### config.mk
export PLATFORM = sky130hd
export DESIGN_NAME = byte_parity_unit
export DESIGN_NICKNAME = d
export VERILOG_FILES = /design/src/rtl/parity_pkg.sv /design/src/rtl/parity_cfg_reg.sv /design/src/rtl/parity_lane_sel.sv /design/src/rtl/parity_lane.sv /design/src/rtl/parity_flag.sv /design/src/rtl/byte_parity_unit.sv
export SDC_FILE = /design/constraint.sdc
export NUM_CORES = 1
export LEC_CHECK = 0
export CORE_MARGIN = 8
export CORE_UTILIZATION = 47
export DETAILED_ROUTE_END_ITERATION = 6
export DONT_BUFFER_PORTS = 1
export PLACE_DENSITY = 0.66
export SETUP_SLACK_MARGIN = 0.3
export SLEW_MARGIN = 20
export SYNTH_ARGS = -nofsm -noshare
export SYNTH_HDL_FRONTEND = slang
export SYNTH_HIERARCHICAL = 1
export SYNTH_SLANG_ARGS = --single-unit
### constraint.sdc
create_clock -name clk -period 2.8 [get_ports clk]
set_input_delay 0.56 -clock clk [delete_from_list [all_inputs] [get_ports clk]]
set_output_delay 0.56 -clock clk [all_outputs]
set_load 0.02 [all_outputs]
### src/rtl/parity_pkg.sv
package parity_pkg;

    localparam int BYTE_W    = 9;
    localparam int DATA_BITS = BYTE_W - 1;
    localparam int LANES     = 4;

    typedef enum logic [1:0] {
        GR_FULL = 2'b00,
        GR_HALF = 2'b01,
        GR_BYTE = 2'b10,
        GR_WIDE = 2'b11
    } gran_e;

    // Packed MSB first: gen_en is bit 4, even_sense is bit 0.
    typedef struct packed {
        logic  gen_en;
        logic  latch_mode;
        gran_e gran;
        logic  even_sense;
    } ctrl_t;

    localparam int CTRL_W = $bits(ctrl_t);

    // Parity bit that makes a byte satisfy the chosen sense.
    function automatic logic fill_bit(input logic [DATA_BITS-1:0] d, input logic even);
        return even ? (^d) : ~(^d);
    endfunction

    // One when a full byte violates the chosen sense.
    function automatic logic sense_miss(input logic [BYTE_W-1:0] b, input logic even);
        return even ? (^b) : ~(^b);
    endfunction

endpackage

### src/rtl/parity_cfg_reg.sv
module parity_cfg_reg
    import parity_pkg::*;
(
    input  logic              clk,
    input  logic              rst,
    input  logic              wr,
    input  logic [CTRL_W-1:0] wdata,
    output ctrl_t             cfg
);

    always_ff @(posedge clk) begin
        if (rst) begin
            cfg <= '0;
        end else if (wr) begin
            cfg <= ctrl_t'(wdata);
        end
    end

    // a write is visible on the following cycle
    p_cfg_load_r2: assert property (@(posedge clk) disable iff (rst)
        wr |=> (cfg == $past(wdata)));

    // register keeps its value without a write
    p_cfg_hold_r2: assert property (@(posedge clk) disable iff (rst)
        !wr |=> $stable(cfg));

endmodule

### src/rtl/parity_lane_sel.sv
module parity_lane_sel
    import parity_pkg::*;
#(
    parameter int N_LANES = LANES,
    parameter int SEL_W   = $clog2(N_LANES)
) (
    input  gran_e              gran,
    input  logic [SEL_W-1:0]   lane_sel,
    output logic [N_LANES-1:0] mask
);

    localparam int HALF = N_LANES / 2;

    for (genvar i = 0; i < N_LANES; i++) begin : g_lane
        localparam int HALF_IDX = i / HALF;
        always_comb begin
            case (gran)
                GR_HALF: mask[i] = (lane_sel[0] == HALF_IDX[0]);
                GR_BYTE: mask[i] = (lane_sel == i[SEL_W-1:0]);
                default: mask[i] = 1'b1;
            endcase
        end
    end

endmodule

### src/rtl/parity_lane.sv
module parity_lane
    import parity_pkg::*;
(
    input  logic [BYTE_W-1:0] byte_in,
    input  logic              sel,
    input  logic              gen_en,
    input  logic              even,
    output logic [BYTE_W-1:0] byte_out,
    output logic              bad
);

    logic fresh;

    always_comb begin
        fresh = fill_bit(byte_in[DATA_BITS-1:0], even);
        bad   = sel & sense_miss(byte_in, even);
        if (sel && gen_en) begin
            byte_out = {fresh, byte_in[DATA_BITS-1:0]};
        end else begin
            byte_out = byte_in;
        end
    end

endmodule

### src/rtl/parity_flag.sv
module parity_flag (
    input  logic clk,
    input  logic rst,
    input  logic latch_mode,
    input  logic clr,
    input  logic hit,
    output logic flag
);

    always_ff @(posedge clk) begin
        if (rst) begin
            flag <= 1'b0;
        end else if (latch_mode) begin
            if (clr) begin
                flag <= 1'b0;
            end else if (hit) begin
                flag <= 1'b1;
            end
        end else begin
            flag <= hit;
        end
    end

    // clear wins over a simultaneous error
    p_clr_wins_r8: assert property (@(posedge clk) disable iff (rst)
        (latch_mode && clr) |=> !flag);

    // latched flag holds without a clear
    p_latch_hold_r8: assert property (@(posedge clk) disable iff (rst)
        (latch_mode && flag && !clr) |=> flag);

    // flowthrough flag tracks the current word only
    p_flow_track_r7: assert property (@(posedge clk) disable iff (rst)
        (!latch_mode) |=> (flag == $past(hit)));

endmodule

### src/rtl/byte_parity_unit.sv
module byte_parity_unit
    import parity_pkg::*;
#(
    parameter int N_LANES = LANES,
    parameter int SEL_W   = $clog2(N_LANES),
    parameter int WORD_W  = N_LANES * BYTE_W
) (
    input  logic              clk,
    input  logic              rst,
    input  logic              cfg_wr,
    input  logic [CTRL_W-1:0] cfg_wdata,
    input  logic [SEL_W-1:0]  lane_sel,
    input  logic              err_clr,
    input  logic              in_valid,
    input  logic [WORD_W-1:0] in_data,
    output logic              out_valid,
    output logic [WORD_W-1:0] out_data,
    output logic              par_err
);

    ctrl_t               cfg;
    logic [N_LANES-1:0]  mask;
    logic [N_LANES-1:0]  bad;
    logic [WORD_W-1:0]   next_data;
    logic                hit;

    parity_cfg_reg u_cfg (
        .clk   (clk),
        .rst   (rst),
        .wr    (cfg_wr),
        .wdata (cfg_wdata),
        .cfg   (cfg)
    );

    parity_lane_sel #(.N_LANES(N_LANES), .SEL_W(SEL_W)) u_sel (
        .gran     (cfg.gran),
        .lane_sel (lane_sel),
        .mask     (mask)
    );

    for (genvar i = 0; i < N_LANES; i++) begin : g_byte
        parity_lane u_lane (
            .byte_in  (in_data[i*BYTE_W +: BYTE_W]),
            .sel      (mask[i]),
            .gen_en   (cfg.gen_en),
            .even     (cfg.even_sense),
            .byte_out (next_data[i*BYTE_W +: BYTE_W]),
            .bad      (bad[i])
        );

        // uncovered bytes leave the lane untouched
        p_unsel_pass_r6: assert property (@(posedge clk) disable iff (rst)
            !mask[i] |-> (next_data[i*BYTE_W +: BYTE_W] == in_data[i*BYTE_W +: BYTE_W]));

        // a generated byte always meets the chosen sense
        p_gen_sense_r5: assert property (@(posedge clk) disable iff (rst)
            (cfg.gen_en && mask[i]) |->
                !sense_miss(next_data[i*BYTE_W +: BYTE_W], cfg.even_sense));
    end

    assign hit = in_valid & (|bad);

    parity_flag u_flag (
        .clk        (clk),
        .rst        (rst),
        .latch_mode (cfg.latch_mode),
        .clr        (err_clr),
        .hit        (hit),
        .flag       (par_err)
    );

    always_ff @(posedge clk) begin
        if (rst) begin
            out_valid <= 1'b0;
            out_data  <= '0;
        end else begin
            out_valid <= in_valid;
            if (in_valid) begin
                out_data <= next_data;
            end
        end
    end

    // at least one byte is always covered
    p_mask_nonempty_r4: assert property (@(posedge clk) disable iff (rst)
        $countones(mask) >= 1);

    // valid follows input with one cycle of latency
    p_valid_lat_r9: assert property (@(posedge clk) disable iff (rst)
        !$past(rst) |-> (out_valid == $past(in_valid)));

    // data holds across idle cycles
    p_data_hold_r9: assert property (@(posedge clk) disable iff (rst)
        (!$past(rst) && !$past(in_valid)) |-> $stable(out_data));

endmodule

Word level (Yosys, flattened, before mapping)
Index checks and enable logic that the tools add are counted.

storage, ports and cells
  flip-flop bits (word level) = 43
  output and inout port bits = 38

cells by class
  equality and inequality tests = 6
  bitwise operators = 14
  multiplexer cells = 19
  reduce and logical (&&, ||, !) cells = 14

operator list
  kind                  count
  $mux W9               4
  $reduce_xor A9 Y1     4
  $reduce_xor A8 Y1     4
  $mux W1               11
  $not A1 Y1            9
  $pmux W1 S2           4
  $eq A2 B2 Y1 const B  3
  $and A1 B1 Y1         5
  $eq A2 B1 Y1 const B  2
  $logic_and A1 B1 Y1   4
  $reduce_or A4 Y1      1
  $ne A3 B2 Y1 const B  1
  $logic_not A2 Y1      1

Longest topological paths before layout
Gate-level depths: netlist of run 1.

  depth in word-level cells = 9
  mapped depth = 8
  depth with buffers taken out = 8

Modules after synthesis
Netlist of run 1, hierarchy kept.

modules (own cells, without submodules)
  module            area an instance (um^2)  instances  cells an instance
  byte_parity_unit  1321.3                   1          119
  parity_lane       180.2                    4          19
  parity_cfg_reg    180.2                    1          16
  parity_lane_sel   97.6                     1          16
  parity_flag       32.5                     1          3

Worst setup path after synthesis of run 1
Ideal clock, no wire load.

  kind = input port to flip-flop
  from = input port in_data[16]
  to = register u_flag.flag
  arrival time = 2163 ps
  data required time = 2678 ps
  cell stages on the path = 7
  slack = 515 ps
  library setup time = 122 ps
  cell sequence = xor2_1 > xnor3_2 > xnor3_1 > and2_1 > o41a_1 > a21oi_1 > a211oi_1

between the ends
  word-level cells in the longest chain between the ends = 7
  elaborated cells on any way between the ends = 8

RTL lines
  what                                                             line                    source
  start, declared                                                  byte_parity_unit.sv:15  input logic [WORD_W-1:0] in_data,
  $reduce_xor A9 Y1 (*)                                            parity_pkg.sv:31        return even ? (^b) : ~(^b);
  $not A1 Y1                                                       parity_pkg.sv:31
  $mux W1 (*)                                                      parity_pkg.sv:31
  $and A1 B1 Y1 (*)                                                parity_lane.sv:16       bad = sel & sense_miss(byte_in, even);
  named net bad[1]                                                 byte_parity_unit.sv:23  logic [N_LANES-1:0] bad;
  $reduce_or A4 Y1 (*)                                             byte_parity_unit.sv:61  assign hit = in_valid & (|bad);
  $and A1 B1 Y1 (*)                                                byte_parity_unit.sv:61
  named net hit                                                    byte_parity_unit.sv:25  logic hit;
  $ne A3 B2 Y1 (no source line) / $mux W1 (equally long branches)  --
  end signal, assigned                                             parity_flag.sv:20       flag <= hit;
  end, declared                                                    parity_flag.sv:7        output logic flag

Mark *: on every way through the listed nets, which the timed path passes. The rest lies on a longest branch.
A chain may end at the register's enable or synchronous reset.

Final worst setup path of run 1
  from = register u_cfg/cfg[0] (netlist name)
  to = register u_flag.flag

between the ends
  word-level cells in the longest chain between the ends = 5
  elaborated cells on any way between the ends = 12

RTL lines
  what                                                             line
  $mux W1 (*)                                                      parity_pkg.sv:31
  $and A1 B1 Y1 (*)                                                parity_lane.sv:16
  named net bad[1]                                                 byte_parity_unit.sv:23
  $reduce_or A4 Y1 (*)                                             byte_parity_unit.sv:61
  $and A1 B1 Y1 (*)                                                byte_parity_unit.sv:61
  named net hit                                                    byte_parity_unit.sv:25
  $ne A3 B2 Y1 (no source line) / $mux W1 (equally long branches)  --

Marked as above.

==> results of run 1 <==
==> metrics by stage <==
stage | total power [mW] | setup slack, ns | area (um^2) | std cells
after detailed placement | 1.01 | 0.381 | 2120 | 256
after CTS | 1.52 | 0.512 | 2230 | 264
after floorplan | 1.03 | 0.515 | 2350 | 230
after global routing | 1.58 | 0.432 | 2230 | 264
after global placement | 1.01 | 0.433 | 2120 | 256
final | 1.49 | 0.606 | 2230 | 264
==> cell usage in the layout, fill, tap and decap left out, types with 4 or more instances in the layout <==
master / instances
nor2_1: 43
xnor3_2: 4
and2_1: 4
a21oi_1: 4
xnor2_1: 16
dfxtp_1: 43
mux2_2: 4
clkbuf_8: 6
mux2i_1: 41
xor2_1: 8
xnor3_1: 4
nand2_1: 5
==> where the power goes <==
group / switching, mW / internal (mW)
clock: 0.210 / 0.289
combinational: 0.0893 / 0.177
sequential: 0.0737 / 0.651
==> worst max-delay path: stages, from the launching register on <==
cell and delay [ns]:
dfxtp_1 0.53, xnor2_1 0.17, xnor3_2 0.30, xnor3_1 0.34, and2_1 0.16, o41a_1 0.40
a21oi_1 0.13, a211oi_1 0.06
==> state kept, by name, summed over array words and instances (netlist names) <==
signal       flops
out_valid        1
u_cfg/cfg        5
u_flag/flag      1
out_data        36
==> metal layers <==
| metal | up-vias | wire length, um | global-route usage (%) |
|---|---|---|---|
| met1 | 577 | 1760 | 12.7 |
| met5 | - | 0 | 0 |
| met4 | 0 | 25 | 4.23 |
| li1 | 654 | - | - |
| met2 | 54 | 2010 | 18.5 |
| met3 | 4 | 672 | 8.13 |
==> layout make-up <==
type,count,area (um^2)
Multi-Input combinational cell,143,1160
Tap cell,67,83.8
Clock buffer,6,82.6
Clock inverter,2,35.0
Sequential cell,43,861
Inverter,3,11.3
Fill cell,466,2550
==> cell families after synthesis <==
kind of cell	Yosys count	share of synthesized area [%]
AOI/OAI and AO/OA	8	2.29
xor gates and xnor gates	32	16.8
adders and majority gates	2	1.06
buffers and inverters	44	14.0
DFF	43	36.6
muxes	45	19.4
and+or+nand+nor	56	9.84
==> worst paths after layout <==
check | start | endpoint | slack (ns) | cells after the start
setup / recovery | u_cfg/cfg[0]$_SDFFE_PP0P_ | u_flag/flag$_SDFFE_PP0P_ | 0.61 | 7
hold / removal | rst | u_cfg/cfg[2]$_SDFFE_PP0P_ | 0.33 | 1
setup reg to reg | u_cfg/cfg[0]$_SDFFE_PP0P_ | u_flag/flag$_SDFFE_PP0P_ | 0.61 | 7
hold reg to reg | u_cfg/cfg[3]$_SDFFE_PP0P_ | u_flag/flag$_SDFFE_PP0P_ | 0.50 | 1
==> results.sh, run 1 <==
export IMPL_rows=25
export IMPL_grt_ovfl_total=0
export IMPL_status="completed"
export IMPL_hp_class="in2reg"
export IMPL_yosys_area_top_type="dfxtp_1"
export IMPL_syn_nets=280
export IMPL_synth_ff_type="dfxtp_1"
export IMPL_ir_drop_uv=250
export IMPL_worstPathRequired_ns=2.99
export IMPL_htreeDepth=2
export IMPL_die_area_um2=7520
export IMPL_path_max_fanout=5
export IMPL_syn_to_final_growth_pct=-5.00
export IMPL_diodes=0
export IMPL_cap_violations=0
export IMPL_die_w_um=86.7
export IMPL_holdWs_ns=0.328
export IMPL_path_clk_slew_ns=0.08
export IMPL_ys_ff_latch=43
export IMPL_post_route_period_util_pct=78.4
export IMPL_cts_root_buf="clkbuf_8"
export IMPL_cts_tree="built"
export IMPL_insertion_delay_ns=0.29
export IMPL_drt_total_wl_um=4470
export IMPL_synth_edf_count=0
export IMPL_start_util_pct=49.2
export IMPL_layout_min_cycle_time_ns=2.19
export IMPL_async_reset_ff_share_pct=0
export IMPL_synth_common_cells="dfxtp_1, nor2_1, mux2i_1"
export IMPL_synth_top_area_share_pct=36.6
export IMPL_yosysSeqAreaShare_pct=36.6
export IMPL_max_freq_ghz=0.456
export IMPL_synth_area_leaders="dfxtp_1, mux2i_1, buf_4"
export IMPL_synthCells=230
export IMPL_nets=246
export IMPL_crit_arrival_ns=2.38
export IMPL_postSynthAreaPerCell_um2=10.2
export IMPL_grt_pass1_wl_um=7030
export IMPL_postCtsSetupRepairBufs=0
export IMPL_clock_path_buffers=2
export IMPL_ys_warn_count=6
export IMPL_gp_congestion=0.766
export IMPL_syn_cell_area_um2=2350
export IMPL_drive_above_1_share_pct=8.12
export IMPL_viasPerCell=4.88
export IMPL_hpwl_um=3380
export IMPL_cts_resized=0
export IMPL_worst_clock_skew_ns=0.00295
export IMPL_p_leak_nw=1.00
export IMPL_antenna_found_initial=0
export IMPL_ant_nets=0
export IMPL_cts_buffers=5
export IMPL_grt_start_max_net_pins=44
export IMPL_slew_headroom_pct=76.9
export IMPL_tightest_slew_ns=0.344
export IMPL_hold_viol_final=0
export IMPL_setup_viol=0
export IMPL_end_kind="flop"
export IMPL_remaining_drc_errors=0
export IMPL_p_per_area_nw_per_um2=667
export IMPL_grt_pass1_vias=1343
export IMPL_ios=86
export IMPL_core_um2=4790
export IMPL_fin_util_pct=46.7
export IMPL_vias=1289
export IMPL_start_kind="flop"
export IMPL_drt_pass1_iterations=4
export IMPL_timing_setup_tns_ns=0
export IMPL_drv_slew=0
export IMPL_die_height_um=86.7
export IMPL_grt_setup_unrepaired="no"
export IMPL_clock_sinks=43
export IMPL_io_buffer_count=0
export IMPL_path_class="reg2reg"
export IMPL_ys_types=24
export IMPL_gr_usage_all_layers_pct=12.0
export IMPL_avgRoutedWirePerCell_um=16.9
export IMPL_detail_route_iter0_violations=58
export IMPL_hold_buffers=0
No activity file was read; power rests on OpenSTA's default activity.
==> inputs of run 2 (changes only) <==
- ABC_AREA: default -> 1
- clock period: 2.8 -> 2.1 ns (I/O delays scaled with it)
==> results.sh, run 2 <==
export IMPL_hold_viol_final=0
export IMPL_remaining_drc_errors=0
export IMPL_ys_ff_latch=43
export IMPL_synth_top_area_share_pct=31.7
export IMPL_timing_setup_tns_ns=0
export IMPL_gp_congestion=0.766
export IMPL_diodes=0
export IMPL_post_route_period_util_pct=74.3
export IMPL_slew_headroom_pct=62.4
export IMPL_postSynthAreaPerCell_um2=6.35
export IMPL_status="completed"
export IMPL_seq_power_share_pct=52.1
export IMPL_internal_power_mw=1.30
export IMPL_worst_clock_skew_ns=0.00418
export IMPL_cts_root_buf="clkbuf_8"
export IMPL_ant_nets=0
export IMPL_crit_arrival_ns=1.75
export IMPL_layout_commonest_cell="nand2_1"
export IMPL_insertion_delay_ns=0.29
export IMPL_die_area_um2=8470
export IMPL_gr_usage_all_layers_pct=14.5
export IMPL_clock_path_buffers=2
export IMPL_postCtsSetupRepairBufs=0
export IMPL_antenna_found_initial=0
export IMPL_drt_total_wl_um=6060
export IMPL_ys_types=22
export IMPL_drt_pass1_iterations=4
export IMPL_async_reset_ff_share_pct=0
export IMPL_synth_ff_type="dfxtp_1"
export IMPL_nets=442
export IMPL_num_fill_cells=612
export IMPL_htreeDepth=2
export IMPL_syn_cell_area_um2=2720
export IMPL_setup_viol=0
export IMPL_final_cell_mix="nand2_1, nor2_1, inv_1"
export IMPL_core_um2=5540
export IMPL_rows=27
export IMPL_path_class="reg2reg"
export IMPL_hpwl_um=4580
export IMPL_hp_class="in2reg"
export IMPL_top_regs="out_data: 36 flops, u_cfg/cfg: 5 flops"
export IMPL_p_leak_nw=1.38
export IMPL_drv_slew=0
export IMPL_path_clk_slew_ns=0.08
export IMPL_cap_violations=0
export IMPL_die_w_um=92.1
export IMPL_p_sw_mw=0.583
export IMPL_tightest_slew_ns=0.564
export IMPL_path_max_fanout=3
export IMPL_ios=86
export IMPL_syn_to_final_growth_pct=-5.06
export IMPL_end_kind="flop"
export IMPL_grt_ovfl_total=0
export IMPL_hold_buffers=0
export IMPL_pwr_share_clk_pct=30.5
export IMPL_largest_reg_flops=36
export IMPL_synth_area_leaders="dfxtp_1, nand2_1, nor2_1"
export IMPL_syn_nets=478
export IMPL_comb_power_share_pct=17.4
export IMPL_clock_sinks=43
export IMPL_io_buffer_count=0
export IMPL_yosysSeqAreaShare_pct=31.7
export IMPL_start_util_pct=49.1
export IMPL_cts_resized=0
export IMPL_largest_register="out_data"
export IMPL_synthCells=428
export IMPL_synth_most_common_cell="nand2_1"
export IMPL_grt_setup_unrepaired="no"
export IMPL_synth_common_cells="nand2_1, nor2_1, inv_1"
export IMPL_grt_start_max_net_pins=39
export IMPL_ir_drop_uv=308
export IMPL_grt_pass1_wl_um=10100
export IMPL_vias=2239
export IMPL_worstPathRequired_ns=2.29
export IMPL_grt_pass1_vias=2127
export IMPL_cts_buffers=5
export IMPL_detail_route_iter0_violations=77
export IMPL_synth_edf_count=0
export IMPL_p_per_area_nw_per_um2=730
export IMPL_yosys_area_top_type="dfxtp_1"
export IMPL_cts_tree="built"
export IMPL_fin_util_pct=46.6
export IMPL_max_freq_ghz=0.641
export IMPL_drive_above_1_share_pct=11.7
export IMPL_swShare_pct=30.9
export IMPL_start_kind="flop"
export IMPL_power_total_mw=1.89
export IMPL_avgRoutedWirePerCell_um=13.0
export IMPL_viasPerCell=4.82
export IMPL_die_height_um=92.1
export IMPL_ys_warn_count=6
export IMPL_layout_min_cycle_time_ns=1.56
## run 2: changes by cell type after synthesis, sizes merged, moves of 8 or more
cell and change:
inv +50, xnor2 -16, mux2i -41, o21ai +35, nand3 +20, nand2 +111
nor2 +51, xnor3 -8
## run 2: critical path, stage by stage (launching register included)
cell	delay, ns
dfxtp_1	0.36
inv_1	0.05
ha_1	0.31
a21oi_1	0.17
nand2_1	0.10
nand2_1	0.07
nor2_1	0.04
nor2_1	0.10
a21oi_1	0.08
a21oi_1	0.13
nor2_1	0.05
## run 2: power by group through the flow
stage,logic (mW),clock network (mW),registers [mW]
global placement,0.318,0,1.00
global route,0.386,0.640,0.992
detailed placement,0.328,0,1.00
CTS,0.331,0.603,0.985
floorplan,0.347,0,0.984
finish,0.328,0.575,0.982
## run 2: cell families after synthesis
| logic type | Yosys count | synth area share, % |
|---|---|---|
| and+or+nand+nor | 230 | 36.2 |
| buffers and inverters | 101 | 20.8 |
| AOI/OAI and AO/OA | 48 | 9.16 |
| DFF | 43 | 31.7 |
| xor gates and xnor gates | 4 | 1.29 |
| adders and majority gates | 2 | 0.920 |
## run 2: final cells by class
| class | count | area [um^2] | share of cell area [%] |
|---|---|---|---|
| repair buffers | 1 | 20.0 | 0.776 |
| inverters | 57 | 216 | 8.39 |
| flip-flops and latches | 43 | 862 | 33.4 |
| multi-input cells | 284 | 1290 | 50.1 |
| clock buffers | 8 | 100 | 3.88 |
| well taps | 72 | 90.1 | 3.49 |
## run 2: metrics by stage
stage | hold slack (ns) | cell area [um^2] | setup slack (ns) | instances
finish | 0.191 | 2580 | 0.541 | 465
global route | 0.168 | 2580 | 0.361 | 465
CTS | 0.179 | 2580 | 0.361 | 465
detailed placement | 0.493 | 2480 | 0.389 | 457
global placement | 0.481 | 2480 | 0.442 | 457
floorplan | 0.463 | 2720 | 0.670 | 428
## run 2: metal layers
layer  up-vias  track usage [%]  part of all wire (%)
met5         -                0                     0
met4         0             3.76                  0.48
met3         2             5.38                   8.6
met2        64             24.7                    47
met1       986             16.6                    44
li1       1187                -                     -
## run 2: final timing paths
| kind | end | slack, ns | depth (start not counted) | start |
|---|---|---|---|---|
| setup / recovery | u_flag/flag$_SDFFE_PP0P_ | 0.54 | 10 | u_cfg/cfg[1]$_SDFFE_PP0P_ |
| hold reg to reg | u_cfg/cfg[2]$_SDFFE_PP0P_ | 0.50 | 2 | u_cfg/cfg[2]$_SDFFE_PP0P_ |
| hold / removal | out_valid$_SDFF_PP0_ | 0.19 | 1 | rst |
| setup reg to reg | u_flag/flag$_SDFFE_PP0P_ | 0.54 | 10 | u_cfg/cfg[1]$_SDFFE_PP0P_ |
==> inputs of run 3 (changes only) <==
- PLACE_DENSITY: 0.66 -> 0.68
- clock period: 2.1 -> 1.35 ns (I/O delays scaled with it)
==> results.sh, run 3 (synthesis results as in run 2) <==
export IMPL_start_kind="flop"
export IMPL_remaining_drc_errors=0
export IMPL_io_buffer_count=0
export IMPL_ios=86
export IMPL_hold_viol_final=0
export IMPL_drive_above_1_share_pct=24.7
export IMPL_setup_viol=3
export IMPL_insertion_delay_ns=0.29
export IMPL_p_per_area_nw_per_um2=1100
export IMPL_drt_pass1_iterations=4
export IMPL_worstPathRequired_ns=1.54
export IMPL_grt_start_max_net_pins=38
export IMPL_clock_sinks=43
export IMPL_start_util_pct=49.1
export IMPL_cap_violations=0
export IMPL_hp_class="in2reg"
export IMPL_grt_pass1_wl_um=10000
export IMPL_die_area_um2=8470
export IMPL_drt_total_wl_um=5990
export IMPL_nets=446
export IMPL_gp_congestion=0.821
export IMPL_path_max_fanout=7
export IMPL_diodes=0
export IMPL_viasPerCell=4.81
export IMPL_layout_commonest_cell="nand2_1"
export IMPL_path_class="reg2reg"
export IMPL_final_area_um2=2760
export IMPL_crit_slowest_cell="dfxtp_4"
export IMPL_power_total_mw=3.02
export IMPL_avgRoutedWirePerCell_um=12.8
export IMPL_cts_buffers=5
export IMPL_layout_min_cycle_time_ns=1.50
export IMPL_final_cell_mix="nand2_1, nor2_1, inv_1"
export IMPL_antenna_found_initial=0
export IMPL_cp_slowest_stage_delay_ns=0.41
export IMPL_setup_slack_ns=-0.154
export IMPL_dp_slack_ns=-0.0805
export IMPL_syn_to_final_growth_pct=1.38
export IMPL_largest_reg_flops=36
export IMPL_detail_route_iter0_violations=57
export IMPL_worst_clock_skew_ns=0.00380
export IMPL_ant_nets=0
export IMPL_grt_ovfl_total=0
export IMPL_violations="negative setup slack"
export IMPL_path_clk_slew_ns=0.08
export IMPL_grt_setup_unrepaired="yes"
export IMPL_drv_slew=0
export IMPL_slew_headroom_pct=82.1
export IMPL_worstPathCellList="buf_4 -> nand3_1 -> nand2_1 -> nand2_1 -> nand2_1 -> nand2_2 -> a21oi_2 -> nor2_1 -> nor2_1 -> a21oi_1 -> a21oi_1 -> nor2_1"
export IMPL_crit_arrival_ns=1.69
export IMPL_hold_buffers=0
export IMPL_cts_tree="built"
export IMPL_top_regs="out_data: 36 flops, u_cfg/cfg: 5 flops"
export IMPL_num_fill_cells=585
export IMPL_die_w_um=92.1
export IMPL_htreeDepth=2
export IMPL_end_kind="flop"
export IMPL_rows=27
export IMPL_core_um2=5540
export IMPL_final_cells=469
export IMPL_tightest_slew_ns=0.268
export IMPL_grt_pass1_vias=2172
export IMPL_hpwl_um=4530
export IMPL_p_leak_nw=1.42
export IMPL_die_height_um=92.1
export IMPL_status="finished, violations left"
export IMPL_max_freq_ghz=0.665
export IMPL_placed_area_um2=2530
export IMPL_largest_register="out_data"
export IMPL_gr_usage_all_layers_pct=14.2
export IMPL_clock_path_buffers=2
export IMPL_vias=2255
export IMPL_post_route_period_util_pct=111
export IMPL_cts_root_buf="clkbuf_8"
export IMPL_dp_cells=459
export IMPL_ir_drop_uv=502
[run 3: what timing repair did]
| action | 4_1_cts | 5_1_grt |
|---|---|---|
| hold endpoints to repair | 0 | 0 |
| buffers inserted | 0 | 2 |
| pin swaps | 7 | 17 |
| resized for setup | 4 | 42 |
| setup endpoints to repair | 6 | 26 |
[run 3: worst paths after layout]
kind,endpoint,cells after the start,startpoint,slack (ns)
hold reg to reg,u_cfg/cfg[3]$_SDFFE_PP0P_,2,u_cfg/cfg[3]$_SDFFE_PP0P_,0.52
setup reg to reg,u_flag/flag$_SDFFE_PP0P_,12,u_cfg/cfg[0]$_SDFFE_PP0P_,-0.15
hold / removal,out_valid$_SDFF_PP0_,1,rst,0.04
setup / recovery,u_flag/flag$_SDFFE_PP0P_,12,u_cfg/cfg[0]$_SDFFE_PP0P_,-0.15
[run 3: area by class of cell]
class	count	area (um^2)	share of cell area [%]
multi-input combinational	284	1400	50.7
sequential	43	897	32.5
timing repair buffer	5	53.8	1.95
inverter	57	216	7.85
clock buffer	8	100	3.63
tap	72	90.1	3.27
[run 3: routing by layer]
| layer | routed length [um] | part of all wire, % | vias up | track usage, % |
|---|---|---|---|---|
| li1 | - | - | 1201 | - |
| met4 | 34 | 0.57 | 0 | 3.62 |
| met3 | 585 | 9.8 | 4 | 5.79 |
| met2 | 2960 | 49 | 66 | 25.1 |
| met5 | 0 | 0 | - | 0 |
| met1 | 2410 | 40 | 984 | 15.2 |
[run 3: critical path, delay by kind of cell, from the launching register on]
| family | cells | cell delay, ns |
|---|---|---|
| AND/OR/NAND/NOR | 8 | 0.56 |
| buffers and inverters | 1 | 0.13 |
| AO/OA/AOI/OAI | 3 | 0.31 |
| flip-flops | 1 | 0.41 |
[run 3: metrics by stage]
step	utilization, %	setup TNS [ns]	hold WS [ns]
6_report	49.8	-0.164	0.0388
5_1_grt	49.8	-0.678	0.0227
4_1_cts	47.8	-0.0916	0.0280
3_5_place_dp	45.7	-0.0805	0.345
3_3_place_gp	45.7	-0.0692	0.344
2_1_floorplan	-	0	0.342
[run 3: power breakdown]
group	switching, mW	internal [mW]
sequential	0.169	1.37
combinational	0.345	0.237
clock	0.435	0.468
